===== src/rtl/mpu_guard_pkg.sv =====
package mpu_guard_pkg;

  // configuration port targets
  localparam logic [1:0] SEL_REGION = 2'd0;
  localparam logic [1:0] SEL_BASE   = 2'd1;
  localparam logic [1:0] SEL_ATTR   = 2'd2;
  localparam logic [1:0] SEL_GLOBAL = 2'd3;

  // attribute word layout
  localparam int EN_BIT    = 0;
  localparam int SIZE_LSB  = 1;
  localparam int SIZE_W    = 5;
  localparam int PERM_LSB  = 8;
  localparam int MIN_FIELD = 4;              // smallest legal size field
  localparam int MIN_LOG2  = MIN_FIELD + 1;  // 32-byte granule

  typedef enum logic [1:0] {
    PERM_NONE = 2'd0,
    PERM_PRIV = 2'd1,
    PERM_RO   = 2'd2,
    PERM_FULL = 2'd3
  } perm_e;

  // control -> datapath strobes
  typedef struct packed {
    logic selWr;
    logic baseWr;
    logic attrWr;
    logic globWr;
    logic faultNow;
    logic passNow;
  } ctlStrobe_t;

  // datapath -> control lookup result
  typedef struct packed {
    logic  globalEn;
    logic  hitAny;
    perm_e hitPerm;
  } dpStatus_t;

endpackage


===== src/rtl/mpu_guard_dp.sv =====
module mpu_guard_dp
  import mpu_guard_pkg::*;
#(
  parameter int NUM_REGIONS = 8,
  parameter int ADDR_W      = 32
) (
  input  logic              clk,
  input  logic              rstN,
  input  ctlStrobe_t        strobe,
  input  logic [ADDR_W-1:0] cfgWrData,
  input  logic              accValid,
  input  logic [ADDR_W-1:0] accAddr,
  output dpStatus_t         status,
  output logic              faultPulse,
  output logic              accOk,
  output logic [ADDR_W-1:0] faultAddr
);

  localparam int IDX_W = (NUM_REGIONS > 1) ? $clog2(NUM_REGIONS) : 1;
  localparam int LOG_W = $clog2(ADDR_W + 1);
  localparam logic [ADDR_W-1:0] LOW_MASK = (ADDR_W'(1) << MIN_LOG2) - ADDR_W'(1);

  logic [IDX_W-1:0]       selIdx;
  logic                   globalEn;
  logic [NUM_REGIONS-1:0] hit;
  perm_e                  regPerm [NUM_REGIONS];
  logic                   hitAny;
  perm_e                  hitPerm;

  // number of zero bits below the lowest set bit; ADDR_W for zero
  function automatic logic [LOG_W-1:0] trailZeros(input logic [ADDR_W-1:0] v);
    logic [LOG_W-1:0] r;
    r = LOG_W'(ADDR_W);
    for (int b = ADDR_W - 1; b >= 0; b--) begin
      if (v[b]) r = LOG_W'(b);
    end
    return r;
  endfunction

  // ones at and above bit position lg
  function automatic logic [ADDR_W-1:0] maskAbove(input logic [LOG_W-1:0] lg);
    logic [ADDR_W-1:0] m;
    for (int b = 0; b < ADDR_W; b++) begin
      m[b] = (LOG_W'(b) >= lg);
    end
    return m;
  endfunction

  always_ff @(posedge clk) begin
    if (!rstN) begin
      selIdx   <= '0;
      globalEn <= 1'b0;
    end else begin
      if (strobe.selWr) selIdx   <= cfgWrData[IDX_W-1:0];
      if (strobe.globWr) globalEn <= cfgWrData[0];
    end
  end

  for (genvar i = 0; i < NUM_REGIONS; i++) begin : g_region
    logic [ADDR_W-1:0] baseQ;
    logic [SIZE_W-1:0] sizeQ;
    perm_e             permQ;
    logic              enQ;
    logic              wrHere;
    logic [LOG_W-1:0]  cfgLog2;
    logic [LOG_W-1:0]  alignLog2;
    logic [LOG_W-1:0]  effLog2;
    logic [ADDR_W-1:0] keepMask;

    assign wrHere = (selIdx == IDX_W'(i));

    always_ff @(posedge clk) begin
      if (!rstN) begin
        baseQ <= '0;
        sizeQ <= '0;
        permQ <= PERM_NONE;
        enQ   <= 1'b0;
      end else begin
        if (strobe.baseWr && wrHere) baseQ <= cfgWrData & ~LOW_MASK;
        if (strobe.attrWr && wrHere) begin
          sizeQ <= cfgWrData[SIZE_LSB +: SIZE_W];
          permQ <= perm_e'(cfgWrData[PERM_LSB +: 2]);
          enQ   <= cfgWrData[EN_BIT];
        end
      end
    end

    // effective size is the smaller of programmed size and base alignment
    always_comb begin
      cfgLog2   = LOG_W'(sizeQ) + LOG_W'(1);
      alignLog2 = trailZeros(baseQ);
      effLog2   = (alignLog2 < cfgLog2) ? alignLog2 : cfgLog2;
      keepMask  = maskAbove(effLog2);
    end

    assign hit[i] = enQ && (sizeQ >= SIZE_W'(MIN_FIELD)) &&
                    ((accAddr & keepMask) == (baseQ & keepMask));
    assign regPerm[i] = permQ;
  end

  // later regions override earlier ones
  always_comb begin
    hitAny  = 1'b0;
    hitPerm = PERM_NONE;
    for (int i = 0; i < NUM_REGIONS; i++) begin
      if (hit[i]) begin
        hitAny  = 1'b1;
        hitPerm = regPerm[i];
      end
    end
  end

  assign status = '{globalEn: globalEn, hitAny: hitAny, hitPerm: hitPerm};

  always_ff @(posedge clk) begin
    if (!rstN) begin
      faultPulse <= 1'b0;
      accOk      <= 1'b0;
      faultAddr  <= '0;
    end else begin
      faultPulse <= strobe.faultNow;
      accOk      <= strobe.passNow;
      if (strobe.faultNow) faultAddr <= accAddr;
    end
  end

  assert_verdict_excl_R10: assert property (@(posedge clk) disable iff (!rstN)
    $onehot0({faultPulse, accOk}));

  assert_verdict_needs_access_R10: assert property (@(posedge clk) disable iff (!rstN)
    (faultPulse || accOk) |-> $past(accValid));

  assert_fault_addr_capture_R10: assert property (@(posedge clk) disable iff (!rstN)
    faultPulse |-> (faultAddr == $past(accAddr)));

  assert_fault_addr_hold_R10: assert property (@(posedge clk) disable iff (!rstN)
    !faultPulse |-> $stable(faultAddr));

  assert_global_off_pass_R2: assert property (@(posedge clk) disable iff (!rstN)
    (accValid && !globalEn) |=> (accOk && !faultPulse));

  assert_no_hit_fault_R7: assert property (@(posedge clk) disable iff (!rstN)
    (accValid && globalEn && !hitAny) |=> faultPulse);

endmodule


===== src/rtl/mpu_guard_ctrl.sv =====
module mpu_guard_ctrl
  import mpu_guard_pkg::*;
(
  input  logic       clk,
  input  logic       rstN,
  input  logic       cfgWrEn,
  input  logic [1:0] cfgSel,
  input  logic       accValid,
  input  logic       accWrite,
  input  logic       accPriv,
  input  dpStatus_t  status,
  output ctlStrobe_t strobe
);

  logic permOk;
  logic allowed;

  always_comb begin
    unique case (status.hitPerm)
      PERM_NONE: permOk = 1'b0;
      PERM_PRIV: permOk = accPriv;
      PERM_RO:   permOk = !accWrite;
      PERM_FULL: permOk = 1'b1;
      default:   permOk = 1'b0;
    endcase
  end

  assign allowed = !status.globalEn || (status.hitAny && permOk);

  always_comb begin
    strobe.selWr    = cfgWrEn && (cfgSel == SEL_REGION);
    strobe.baseWr   = cfgWrEn && (cfgSel == SEL_BASE);
    strobe.attrWr   = cfgWrEn && (cfgSel == SEL_ATTR);
    strobe.globWr   = cfgWrEn && (cfgSel == SEL_GLOBAL);
    strobe.faultNow = accValid && !allowed;
    strobe.passNow  = accValid && allowed;
  end

  assert_cfg_onehot_R3: assert property (@(posedge clk) disable iff (!rstN)
    $onehot0({strobe.selWr, strobe.baseWr, strobe.attrWr, strobe.globWr}));

  assert_ro_write_R9: assert property (@(posedge clk) disable iff (!rstN)
    (accValid && status.globalEn && status.hitAny &&
     status.hitPerm == PERM_RO && accWrite) |-> strobe.faultNow);

  assert_priv_only_R9: assert property (@(posedge clk) disable iff (!rstN)
    (accValid && status.globalEn && status.hitAny &&
     status.hitPerm == PERM_PRIV && !accPriv) |-> strobe.faultNow);

  assert_full_pass_R9: assert property (@(posedge clk) disable iff (!rstN)
    (accValid && status.globalEn && status.hitAny &&
     status.hitPerm == PERM_FULL) |-> strobe.passNow);

endmodule


===== src/rtl/mpu_region_guard.sv =====
module mpu_region_guard
  import mpu_guard_pkg::*;
#(
  parameter int NUM_REGIONS = 8,
  parameter int ADDR_W      = 32
) (
  input  logic              clk,
  input  logic              rstN,
  input  logic              cfgWrEn,
  input  logic [1:0]        cfgSel,
  input  logic [ADDR_W-1:0] cfgWrData,
  input  logic              accValid,
  input  logic [ADDR_W-1:0] accAddr,
  input  logic              accWrite,
  input  logic              accPriv,
  output logic              faultPulse,
  output logic              accOk,
  output logic [ADDR_W-1:0] faultAddr
);

  ctlStrobe_t strobe;
  dpStatus_t  status;

  mpu_guard_ctrl u_ctrl (
    .clk      (clk),
    .rstN     (rstN),
    .cfgWrEn  (cfgWrEn),
    .cfgSel   (cfgSel),
    .accValid (accValid),
    .accWrite (accWrite),
    .accPriv  (accPriv),
    .status   (status),
    .strobe   (strobe)
  );

  mpu_guard_dp #(
    .NUM_REGIONS (NUM_REGIONS),
    .ADDR_W      (ADDR_W)
  ) u_dp (
    .clk        (clk),
    .rstN       (rstN),
    .strobe     (strobe),
    .cfgWrData  (cfgWrData),
    .accValid   (accValid),
    .accAddr    (accAddr),
    .status     (status),
    .faultPulse (faultPulse),
    .accOk      (accOk),
    .faultAddr  (faultAddr)
  );

endmodule


===== config.mk =====
export PLATFORM = sky130hd
export DESIGN_NAME = mpu_region_guard
export DESIGN_NICKNAME = d
export VERILOG_FILES = /design/src/rtl/mpu_guard_pkg.sv /design/src/rtl/mpu_guard_dp.sv /design/src/rtl/mpu_guard_ctrl.sv /design/src/rtl/mpu_region_guard.sv
export SDC_FILE = /design/constraint.sdc
export NUM_CORES = 1
export LEC_CHECK = 0
export BUFFER_PORTS_ARGS = -buffer_cell sky130_fd_sc_hd__buf_2
export CAP_MARGIN = 40
export CORE_UTILIZATION = 46
export DETAILED_ROUTE_END_ITERATION = 6
export PLACE_DENSITY_LB_ADDON = 0.12
export SETUP_SLACK_MARGIN = 0.3
export SLEW_MARGIN = 10
export SYNTH_ARGS = -nofsm -noshare
export SYNTH_HDL_FRONTEND = slang
export SYNTH_SLANG_ARGS = --single-unit

===== constraint.sdc =====
create_clock -name clk -period 9.1 [get_ports clk]
set_input_delay 1.365 -clock clk [delete_from_list [all_inputs] [get_ports clk]]
set_output_delay 1.365 -clock clk [all_outputs]
set_load 0.02 [all_outputs]

==> impl_metrics.ini <==
[synthesis]
syn_avg_cell_area_um2 = 7.43
syn_nets = 3497
synth-edff-count = 0
synth_ff_type = dfxtp_1
ys_ff_latch = 318
synth.distinct_cells = 95
syn-cell-area_mm2 = 0.0250
seq_area_frac_synth = 0.254
yosys_warnings = 0
synthCells = 3369
synth_async_sr_flop_share = 0

[global_route]
met3_usage = 0.0718
grt_pass1_wl_um = 157000
grt_util_met1 = 0.505
grt_pass1_vias = 23972
busiest_layer = met2
grt_antenna_before_repair = 5
grt_usage = 0.376
grt_max_degree = 114
grt_remaining_overflow = 0
grt_use_met2 = 0.574

[setup_path]
cp_common_cell = buf_4
path_buf_inv = 3
cp_top_family = compound AO/OA/AOI/OAI gates
cpMaxStageDelayCell = o41ai_1
arrival_ns = 7.34
startpoint_type = register
path_class = reg -> reg
r2r_end = u_dp.faultAddr[1]$_SDFFE_PN0P_
cp_num_cells = 21
path_cells = or4_1 > or2_2 > nor4_2 > ha_1 > and4_1 > o21ai_0 > a31oi_1 > a21oi_2 > buf_4 > mux2i_1 > a211oi_1 > o221a_2 > nand4_1 > o41ai_1 > buf_4 > o221ai_1 > a31oi_1 > nand3_1 > o2111ai_4 > buf_4 > o2bb2ai_1
reg2reg_slack_ns = 2.20
cp_data_required_time_ns = 9.54
reg2reg_from = u_dp.g_region[5].baseQ[31]$_SDFFE_PN0P_
max_stage_delay_ns = 0.76
cp-end-kind = register
critPathMaxFanout = 33
r2r_cells = 21

[place]
portBuffers = 105
dpl.hpwl_um = 75700
gp_congestion = 1.01

[floorplan]
die_area_mm2 = 0.0554
fp.dieH_um = 235
rows = 85
die_width_um = 235
coreArea_mm2 = 0.0538
start_util = 0.465
io_pins = 106

[sta]
timing.final.hold_violations = 0
worst_pin_slew_ns = 0.927
relSlewSlack = 0.381
tns_ns = 0
period_minus_slack_ns = 6.90
finalCritPeriodShare = 0.758
fmax_mhz = 145
rsz0062_at_grt = no
finalClockSkew_ns = 0.0132
drv_slew = 0
setup_viol = 0

[min_path]
hold_class = reg -> reg
hold_depth = 2
holdPathEnd = u_dp.g_region[0].enQ$_SDFFE_PN0P_
worstHoldStart = u_dp.g_region[0].enQ$_SDFFE_PN0P_

[run]
drv_cap = 0

[layout]
nNetsFinal = 3487
diodes = 0
area_delta_synth_final_pct = 9.98
nFillCells = 5366
mostFrequentLayoutCells = 611 x nand2_1, 318 x dfxtp_1, 232 x a21boi_0, 215 x nor2_1, 146 x xor2_1
final_common_cell = nand2_1
drive_above_1_share = 0.0968

[cts]
cts_made_buffers = 41
htreeDepth = 2
post_cts_buffers = 0
cts_resized = 0
cts.clk_slew.worst_paths_ns = 0.06
cts_tree = built
ctsHoldBuffers = 0
cts_root_buffer = clkbuf_16
clock_latency_ns = 0.58
cts_sinks = 318
clk_path_buf_depth = 3

[pwr]
finalPower_mw = 3.92
cellPowerDensity_mw_per_mm2 = 142
leakage_nw = 10.4
irDropWorstVdd_mv = 0.106

[routing]
avgViaCountPerCell = 6.38
drc = 0
ant_nets = 0
wl_per_cell_um = 26.5
totalWireLength_um = 108000
drt_iter0_drc = 3102
via_count = 26064
drtPass1Iterations = 7

[outcome]
outcome = finished, final reports clean
stage by stage:
step           instance area, um2  worst slack (ns)  utilization  instances  hold slack (ns)
5_1_grt                     27500              1.73        0.512       4085            0.502
6_report                    27500              2.20        0.512       4085            0.469
3_5_place_dp                26100              2.35        0.484       4012            0.462
2_1_floorplan               25000              3.84            -       3369            0.440
4_1_cts                     27500              2.31        0.512       4085            0.469
3_3_place_gp                25800              2.40        0.479       3992            0.460
report_power, final:
group | switching, mW | internal, mW
clock network | 0.677 | 1.13
registers | 0.0160 | 1.40
logic | 0.486 | 0.213
total | 1.18 | 2.74
routing by layer:
| metal | share of wire | wire [um] |
|---|---|---|
| met1 | 0.43 | 46900 |
| met2 | 0.43 | 46300 |
| met3 | 0.082 | 8920 |
| met4 | 0.056 | 6030 |
| met5 | 0.00033 | 36 |
final cells by class:
class	instances	area (um2)	area share
flip-flops and latches	318	6370	0.231
repair buffers	147	966	0.0351
multi-input cells	2708	17300	0.629
inverters	143	537	0.0195
clock inverters	16	273	0.00991
well taps	696	871	0.0316
clock buffers	57	1210	0.0439
worst max-delay path by stage:
stage	start	end	slack (ns)
after floorplan	u_dp.g_region[1].baseQ[8]$_SDFFE_PN0P_	u_dp.faultAddr[1]$_SDFFE_PN0P_	3.84
after global placement	u_dp.g_region[5].baseQ[31]$_SDFFE_PN0P_	u_dp.faultAddr[0]$_SDFFE_PN0P_	2.40
after detailed placement	u_dp.g_region[5].baseQ[31]$_SDFFE_PN0P_	u_dp.faultAddr[1]$_SDFFE_PN0P_	2.35
after CTS	u_dp.g_region[5].baseQ[31]$_SDFFE_PN0P_	u_dp.faultAddr[1]$_SDFFE_PN0P_	2.31
after global routing	u_dp.g_region[5].baseQ[14]$_SDFFE_PN0P_	u_dp.faultAddr[0]$_SDFFE_PN0P_	1.73
final	u_dp.g_region[5].baseQ[31]$_SDFFE_PN0P_	u_dp.faultAddr[1]$_SDFFE_PN0P_	2.20
worst register-to-register path: stages (launching register included):
cell,delay [ns]
dfxtp_1,0.36
or4_1,0.60
or2_2,0.38
nor4_2,0.37
ha_1,0.33
and4_1,0.19
o21ai_0,0.15
a31oi_1,0.10
a21oi_2,0.48
buf_4,0.33
mux2i_1,0.29
a211oi_1,0.35
o221a_2,0.24
nand4_1,0.10
o41ai_1,0.76
buf_4,0.26
o221ai_1,0.13
a31oi_1,0.28
nand3_1,0.25
o2111ai_4,0.16
buf_4,0.50
o2bb2ai_1,0.17
kinds of logic after synthesis:
group | Yosys count | share of synthesized area
DFF | 318 | 0.254
xor gates and xnor gates | 241 | 0.0843
adders and majority gates | 57 | 0.0284
and+or+nand+nor | 1393 | 0.259
muxes | 118 | 0.0482
AOI/OAI and AO/OA | 899 | 0.269
buffers and inverters | 343 | 0.0560
Yosys cell counts, types with 12 or more instances:
library cell / n / area, um2
a31oi_1: 37 / 231
a21o_1: 17 / 128
a2111oi_0: 13 / 114
o21ai_0: 101 / 505
o211ai_1: 37 / 278
ha_1: 56 / 701
or3_1: 19 / 119
xor2_1: 146 / 1280
o311ai_0: 13 / 114
dfxtp_1: 318 / 6370
inv_1: 136 / 510
clkbuf_2: 23 / 115
nor3_1: 96 / 480
a311oi_1: 15 / 131
a211oi_1: 34 / 255
a21boi_0: 232 / 1740
xnor2_1: 95 / 832
o21a_1: 17 / 128
nor2_1: 220 / 826
nand2b_1: 29 / 181
nor4_1: 63 / 394
nand3_1: 103 / 515
nor2b_1: 83 / 519
clkbuf_1: 140 / 526
mux2i_1: 100 / 1000
nand2_1: 611 / 2290
a21oi_1: 123 / 616
a221oi_1: 20 / 175
and3_1: 28 / 175
o2bb2ai_2: 29 / 435
o31ai_1: 31 / 233
a211o_1: 15 / 131
a22oi_1: 12 / 90.1
nand4_1: 20 / 125
and2_1: 48 / 300
o21bai_1: 14 / 105
or4_1: 25 / 188
mux2_2: 17 / 191
buf_2: 18 / 90.1
registers in the layout (all words and copies together), names as in the netlist:
register             cells
u_dp.g_region.permQ     16
u_dp.g_region.baseQ    216
u_dp.g_region.sizeQ     40
u_dp.accOk               1
u_dp.g_region.enQ        8
u_dp.faultAddr          32
u_dp.selIdx              3
u_dp.globalEn            1
u_dp.faultPulse          1
Note: power is estimated with default switching activity, not from simulation.
